==> config.mk <==
export PLATFORM = sky130hd
export DESIGN_NAME = spec_decoder
export DESIGN_NICKNAME = d
export VERILOG_FILES = /design/src/rtl/sdec_pkg.sv /design/src/rtl/sdec_predict.sv /design/src/rtl/sdec_scan.sv /design/src/rtl/sdec_scoreboard.sv /design/src/rtl/spec_decoder.sv
export SDC_FILE = /design/constraint.sdc
export NUM_CORES = 1
export LEC_CHECK = 0
export BUFFER_PORTS_ARGS = -buffer_cell sky130_fd_sc_hd__buf_2
export CAP_MARGIN = 20
export CORE_MARGIN = 5
export CORE_UTILIZATION = 45
export DETAILED_ROUTE_END_ITERATION = 12
export PLACE_DENSITY = 0.81
export SLEW_MARGIN = 20
export SYNTH_ARGS = -nofsm -noshare
export SYNTH_HDL_FRONTEND = slang
export SYNTH_SLANG_ARGS = --single-unit
==> constraint.sdc <==
create_clock -name clk -period 6.61 [get_ports clk]
set_input_delay 1.322 -clock clk [delete_from_list [all_inputs] [get_ports clk]]
set_output_delay 1.322 -clock clk [all_outputs]
set_load 0.05 [all_outputs]
==> src/rtl/sdec_pkg.sv <==
package sdec_pkg;
   // source of the next fetch address
   typedef enum logic [2:0] {
      NXT_HOLD,
      NXT_SEQ,
      NXT_TGT,
      NXT_DEFER,
      NXT_PEND,
      NXT_RESUME,
      NXT_FLUSH
   } nxt_src_e;
endpackage

==> src/rtl/sdec_predict.sv <==
module sdec_predict #(
   parameter int AW    = 16,
   parameter int NSLOT = 4,
   parameter bit BTFN  = 1'b1
) (
   input  logic [AW-1:0]       base,
   input  logic [NSLOT-1:0]    br,
   input  logic [NSLOT-1:0]    unc,
   input  logic [NSLOT*AW-1:0] tgt,
   output logic [NSLOT-1:0]    taken
);
   for (genvar i = 0; i < NSLOT; i++) begin : g_slot
      logic [AW-1:0] here;
      logic [AW-1:0] dest;
      assign here = base + AW'(i);
      assign dest = tgt[i*AW +: AW];
      if (BTFN) begin : g_btfn
         // backward (or self) targets predicted taken
         assign taken[i] = br[i] & (unc[i] | (dest <= here));
      end else begin : g_nt
         assign taken[i] = br[i] & unc[i];
      end
   end
endmodule

==> src/rtl/sdec_scan.sv <==
module sdec_scan #(
   parameter int AW    = 16,
   parameter int NSLOT = 4,
   parameter int NREG  = 32,
   localparam int SW   = $clog2(NSLOT),
   localparam int RW   = $clog2(NREG)
) (
   input  logic                blk_valid,
   input  logic                kill,
   input  logic                pend,
   input  logic [SW-1:0]       start,
   input  logic [NSLOT-1:0]    v,
   input  logic [NSLOT-1:0]    wr,
   input  logic [NSLOT*RW-1:0] dst,
   input  logic [NSLOT-1:0]    taken,
   input  logic [NSLOT*AW-1:0] tgt,
   input  logic [NREG-1:0]     busy,
   output logic [NSLOT-1:0]    issue,
   output logic                conflict,
   output logic [SW-1:0]       cidx,
   output logic                red_found,
   output logic                red_last,
   output logic [AW-1:0]       red_tgt
);
   always_comb begin
      logic [NREG-1:0] wmask;
      logic [RW-1:0]   d;
      logic            stop;
      int              cut;
      issue     = '0;
      conflict  = 1'b0;
      cidx      = '0;
      red_found = 1'b0;
      red_last  = 1'b0;
      red_tgt   = '0;
      wmask     = '0;
      d         = '0;
      stop      = 1'b0;
      // in held-redirect mode only the start slot (delay slot) may issue
      cut       = pend ? int'(start) + 1 : NSLOT;
      if (blk_valid && !kill) begin
         for (int i = 0; i < NSLOT; i++) begin
            d = dst[i*RW +: RW];
            if (!stop && i >= int'(start) && i < cut && v[i]) begin
               if (wr[i] && (busy[d] || wmask[d])) begin
                  conflict = 1'b1;
                  cidx     = SW'(i);
                  stop     = 1'b1;
               end else begin
                  issue[i] = 1'b1;
                  if (wr[i]) wmask[d] = 1'b1;
                  if (!pend && !red_found && taken[i]) begin
                     red_found = 1'b1;
                     red_tgt   = tgt[i*AW +: AW];
                     red_last  = (i == NSLOT - 1);
                     cut       = i + 2;
                  end
               end
            end
         end
      end
   end
endmodule

==> src/rtl/sdec_scoreboard.sv <==
module sdec_scoreboard #(
   parameter int NSLOT = 4,
   parameter int NREG  = 32,
   parameter int NWB   = 2,
   localparam int RW   = $clog2(NREG)
) (
   input  logic                clk,
   input  logic                rst_n,
   input  logic [NSLOT-1:0]    set_en,
   input  logic [NSLOT*RW-1:0] set_dst,
   input  logic [NWB-1:0]      wb_en,
   input  logic [NWB*RW-1:0]   wb_reg,
   input  logic                flush,
   input  logic [NREG-1:0]     flush_clr,
   output logic [NREG-1:0]     busy
);
   logic [NREG-1:0] setm, clrm, busy_d;

   always_comb begin
      setm = '0;
      clrm = '0;
      for (int i = 0; i < NSLOT; i++)
         if (set_en[i]) setm[set_dst[i*RW +: RW]] = 1'b1;
      for (int k = 0; k < NWB; k++)
         if (wb_en[k]) clrm[wb_reg[k*RW +: RW]] = 1'b1;
      if (flush) clrm = clrm | flush_clr;
      // a new set overrides a same-cycle release
      busy_d = (busy & ~clrm) | setm;
   end

   always_ff @(posedge clk) begin
      if (!rst_n) busy <= '0;
      else        busy <= busy_d;
   end
endmodule

==> src/rtl/spec_decoder.sv <==
module spec_decoder
   import sdec_pkg::*;
#(
   parameter int           AW         = 16,
   parameter int           NSLOT      = 4,
   parameter int           NREG       = 32,
   parameter int           NWB        = 2,
   parameter bit           BTFN       = 1'b1,
   parameter logic [AW-1:0] RESET_ADDR = 16'h0040,
   localparam int          SW         = $clog2(NSLOT),
   localparam int          RW         = $clog2(NREG)
) (
   input  logic                clk,
   input  logic                rst_n,
   input  logic                blk_valid,
   input  logic [AW-1:0]       blk_base,
   input  logic [SW-1:0]       blk_start,
   input  logic [NSLOT-1:0]    slot_v,
   input  logic [NSLOT-1:0]    slot_br,
   input  logic [NSLOT-1:0]    slot_unc,
   input  logic [NSLOT*AW-1:0] slot_tgt,
   input  logic [NSLOT*RW-1:0] slot_dst,
   input  logic [NSLOT-1:0]    slot_wr,
   input  logic [NWB-1:0]      wb_en,
   input  logic [NWB*RW-1:0]   wb_reg,
   input  logic                flush,
   input  logic [AW-1:0]       flush_addr,
   input  logic [NREG-1:0]     flush_clr,
   output logic [AW-1:0]       fetch_addr,
   output logic [NSLOT-1:0]    iss_valid,
   output logic [NSLOT*AW-1:0] iss_pc,
   output logic [NSLOT*RW-1:0] iss_dst,
   output logic [NSLOT-1:0]    iss_wr,
   output logic                stall
);
   if (NSLOT < 2 || (1 << SW) != NSLOT) begin : g_bad_slots
      $error("NSLOT must be a power of two, at least 2");
   end
   if (NREG < 2 || (1 << RW) != NREG) begin : g_bad_regs
      $error("NREG must be a power of two, at least 2");
   end
   if (NWB < 1) begin : g_bad_wb
      $error("NWB must be at least 1");
   end
   if (AW <= SW) begin : g_bad_aw
      $error("AW too narrow for NSLOT");
   end

   logic [AW-1:0]    pc_q, pc_d;
   logic             pend_q, pend_d;
   logic [AW-1:0]    ptgt_q, ptgt_d;
   logic [NSLOT-1:0] taken, issue;
   logic             conflict, red_found, red_last;
   logic [SW-1:0]    cidx;
   logic [AW-1:0]    red_tgt;
   logic [NREG-1:0]  sb_state;
   nxt_src_e         src;

   sdec_predict #(.AW(AW), .NSLOT(NSLOT), .BTFN(BTFN)) u_pred (
      .base  (blk_base),
      .br    (slot_br),
      .unc   (slot_unc),
      .tgt   (slot_tgt),
      .taken (taken)
   );

   sdec_scan #(.AW(AW), .NSLOT(NSLOT), .NREG(NREG)) u_scan (
      .blk_valid (blk_valid),
      .kill      (flush),
      .pend      (pend_q),
      .start     (blk_start),
      .v         (slot_v),
      .wr        (slot_wr),
      .dst       (slot_dst),
      .taken     (taken),
      .tgt       (slot_tgt),
      .busy      (sb_state),
      .issue     (issue),
      .conflict  (conflict),
      .cidx      (cidx),
      .red_found (red_found),
      .red_last  (red_last),
      .red_tgt   (red_tgt)
   );

   sdec_scoreboard #(.NSLOT(NSLOT), .NREG(NREG), .NWB(NWB)) u_sb (
      .clk       (clk),
      .rst_n     (rst_n),
      .set_en    (issue & slot_wr),
      .set_dst   (slot_dst),
      .wb_en     (wb_en),
      .wb_reg    (wb_reg),
      .flush     (flush),
      .flush_clr (flush_clr),
      .busy      (sb_state)
   );

   // choose where the next block comes from
   always_comb begin
      if (flush)                       src = NXT_FLUSH;
      else if (!blk_valid)             src = NXT_HOLD;
      else if (conflict)               src = NXT_RESUME;
      else if (pend_q)                 src = NXT_PEND;
      else if (red_found && red_last)  src = NXT_DEFER;
      else if (red_found)              src = NXT_TGT;
      else                             src = NXT_SEQ;
   end

   always_comb begin
      pc_d   = pc_q;
      pend_d = pend_q;
      ptgt_d = ptgt_q;
      unique case (src)
         NXT_FLUSH:  begin pc_d = flush_addr; pend_d = 1'b0; end
         NXT_HOLD:   ;
         NXT_RESUME: begin
            pc_d = blk_base + AW'(cidx);
            // stalled in the delay slot of a branch found now
            if (red_found) begin pend_d = 1'b1; ptgt_d = red_tgt; end
         end
         NXT_PEND:   begin pc_d = ptgt_q; pend_d = 1'b0; end
         NXT_DEFER:  begin
            pc_d = blk_base + AW'(NSLOT);
            pend_d = 1'b1;
            ptgt_d = red_tgt;
         end
         NXT_TGT:    pc_d = red_tgt;
         default:    pc_d = blk_base + AW'(NSLOT);
      endcase
   end

   always_ff @(posedge clk) begin
      if (!rst_n) begin
         pc_q   <= RESET_ADDR;
         pend_q <= 1'b0;
         ptgt_q <= '0;
      end else begin
         pc_q   <= pc_d;
         pend_q <= pend_d;
         ptgt_q <= ptgt_d;
      end
   end

   for (genvar i = 0; i < NSLOT; i++) begin : g_out
      assign iss_pc[i*AW +: AW] = blk_base + AW'(i);
   end

   assign fetch_addr = pc_q;
   assign iss_valid  = issue;
   assign iss_dst    = slot_dst;
   assign iss_wr     = issue & slot_wr;
   assign stall      = conflict;
endmodule

==> flow_summary_export.csv <==
group,metric,value,unit
global_route,antenna_found_initial,2,
timing,relSlewSlack,0.287,
place,pre_cts_slack,0.0119,ns
cts,cts_buffer_depth,2,
global_route,grt_pass1_wl,101,mm
cts,cts_setup_buffers,0,
critical_path,start_kind,"input port",
die,die_area,0.0298,sq mm
yosys,synth_edf_count,0,
place,port_buffers,290,
layout,drive_above_1_share,0.293,
critical_path,crit_fanout,11,
die,die_height,173,um
die,row_count,59,
timing,setup_viol,0,
yosys,synth_top_family_by_area,"compound AO/OA/AOI/OAI gates",
min_path,hold_depth,2,
layout,nets,2190,
timing,clock.fmax,0.154,GHz
timing,whs,0.483,ns
critical_path,worst_r2r_endpoint,"fetch_addr[15]",
min_path,min-delay-start,"ptgt_q[12]",
route,vias_per_cell,7.18,
yosys,synth.area.top_cells,"dfxtp_1 11%, ha_1 8.0%, xnor2_1 5.1%",
yosys,synth_top_area_cell,"dfxtp_1",
yosys,synth-compound-area-share,0.309,
cts,clk-insertion-delay-late,0.35,ns
critical_path,r2r_cells,23,
cts,cts_tree,"done",
die,chipWidth,173,um
place,place_hpwl,55.9,mm
layout,n_fill_cell,2531,
layout,area_growth,22.0,%
power,powerDensity,132,mW/mm^2
route,drtAntennaViolNets,0,
route,dr.pass1.iters,8,
die,core,0.0261,sq mm
timing,tns,0,ns
yosys,ys_seq_elements,65,
timing,maxSlewViolCount,0,
power,ir_drop,0.0917,mV
place,place_congestion,1.08,
timing,layout_setup_ws,0.132,ns
cts,ctsRootBufferMaster,"clkbuf_16",
critical_path,endpoint_kind,"output port",
run,drv_cap,0,
yosys,yosys-mux-area-fraction,0.0601,
yosys,yosys_warnings,0,
yosys,yosys.area_share.adder,0.0814,
global_route,grt_usage,0.437,
yosys,yosys.area_share.xor_xnor,0.0558,
yosys,yosysUniqueCellTypes,105,
critical_path,path_class,"input port to output port",
power,p_leak,5.91,nW
global_route,globalRouteOverflowTotal,0,
yosys,synthSimpleGateAreaFrac,0.284,
die,start_util,0.457,
route,vias,16300,
status,status,"completed",
cts,h-tree-depth,3,
critical_path,critPathRequiredTime,5.29,ns
timing,worstMarginPinSlew,1.06,ns
yosys,yosysMostFrequentCell,"nand2_1",
timing,finalClockSkew,0.0112,ns
cts,cts_resized,0,
route,detail_route.iter0.violations,2395,
min_path,hold_class,"flop to flop",
cts,cts_made_buffers,9,
die,io_pins,291,
cts,hold_buffers,0,
yosys,synth_common_cells,"162 x nand2_1, 148 x nor2_1, 88 x inv_1, 80 x clkbuf_1, 77 x a21oi_1",
yosys,synthesis.nets,1905,
yosys,yosysTopAreaCellShare,0.109,
yosys,syn_avg_cell_area,7.24,sq um
layout,regArea,0.00130,sq mm
layout,multi_input_area,0.00960,sq mm
power,finalPower,1.92,mW
route,routedWlPerCell,30.7,um
yosys,synth_flop_cell,"dfxtp_1",
timing,finalHoldViolCount,0,
cts,clkSinkCount,65,
cts,path_clk_slew,0.05,ns
timing,grt_setup_unrepaired,"false",
layout,finish.utilization,0.558,
yosys,netlist_area,0.0119,sq mm
route,drc,0,
global_route,grt_pass1_vias,15800,
yosys,yosysSeqAreaShare,0.109,
min_path,hold_path_end,"ptgt_q[12]",
route,drt-total-wl,69.8,mm
critical_path,worst_ep_arrival_time,5.16,ns
yosys,syn_inst,1646,
timing,fin_crit,6.48,ns
critical_path,rr_startpoint,"u_sb.busy[27]",
global_route,grt_max_degree,58,
critical_path,regToRegSetupSlack,1.20,ns
timing,final.period_utilization,0.980,
yosys,async_flop_share,0,
## worst max path at each step
stage | start | end | slack (ns) | depth (start not counted)
final | slot_dst[1] | iss_valid[3] | 0.13 | 15
after CTS | slot_dst[1] | iss_valid[3] | 0.01 | 15
after detailed placement | slot_dst[1] | iss_valid[3] | 0.01 | 15
after global placement | slot_dst[1] | iss_valid[3] | 0.01 | 15
after global routing | blk_base[3] | iss_valid[3] | 0.02 | 22
after floorplan | blk_base[3] | iss_wr[3] | 0.02 | 23
## flip-flops by register name, indices dropped and copies added, names as in the netlist
name        count
u_sb.busy      32
fetch_addr     16
ptgt_q         16
pend_q          1
## per-stage QoR
stage | area (sq um) | cells
final | 14500 | 2272
after global routing | 14500 | 2271
after CTS | 14500 | 2271
after detailed placement | 14200 | 2255
after global placement | 14200 | 2255
after floorplan | 12000 | 1646
## cells by family (layout without fill, tap and decap cells)
family | count (synthesis) | after routing
mux | 42 | 42
xor+xnor | 76 | 76
simple gates | 655 | 655
other cells | 0 | 1
compound gates | 477 | 477
fa+ha+maj | 77 | 77
buf+inv | 254 | 544
flops | 65 | 65
## routing by layer
metal	share of wire	routed length (um)	GRT usage	up-vias
met3	0.12	8050	0.0959	435
met2	0.44	31000	0.705	1398
li1	-	-	-	6769
met4	0.094	6580	0.324	4
met5	0.00039	27	0	-
met1	0.35	24100	0.508	7711
## where the power goes
group          leakage (nW)  switching [mW]  internal, mW
registers             0.528          0.0126         0.405
clock network         0.145           0.201         0.303
logic                  5.24           0.689         0.306
## critical path, stage by stage
cell and delay (ns):
clkbuf_4 0.21, buf_4 0.20, mux2_1 0.38, a32oi_4 0.24, nand3_4 0.19, or4_4 0.65, or3_1 0.40, o2111ai_1 0.10
nor3_1 0.08, o211ai_1 0.30, a2111o_1 0.31, nand4_4 0.22, buf_4 0.23, nor2_4 0.08, clkbuf_4 0.23
## cells in the final DEF, fill, tap and decap left out, types with 9 or more instances in the layout
cell type	n
mux2i_1	12
a21boi_0	18
o211ai_1	26
ha_1	75
nand2_1	161
nand2b_1	20
or4_1	13
inv_1	86
nand4_1	62
and3_1	15
and2_1	9
a31oi_1	27
dfxtp_1	65
o31a_1	19
nand3_1	55
o22ai_1	16
o221ai_1	49
buf_4	145
nor4_1	17
or3_1	15
a211oi_1	11
nor2_1	144
nor2b_1	20
a21oi_1	77
o21ai_0	47
o21a_1	17
nor3_1	36
a22oi_1	28
mux4_2	23
buf_2	285
clkbuf_16	9
or2_2	12
nand3b_1	19
a21o_1	14
xnor2_1	68
o2111ai_1	13
## area by class of cell
class | count | area share
Antenna cell | 1 | 0.000172
Clock buffer | 10 | 0.0164
Clock inverter | 6 | 0.00465
Inverter | 93 | 0.0241
Multi-Input combinational cell | 1327 | 0.660
Sequential cell | 65 | 0.0895
Tap cell | 335 | 0.0288
Timing Repair Buffer | 435 | 0.176
Power figures use the tool's default switching activity.
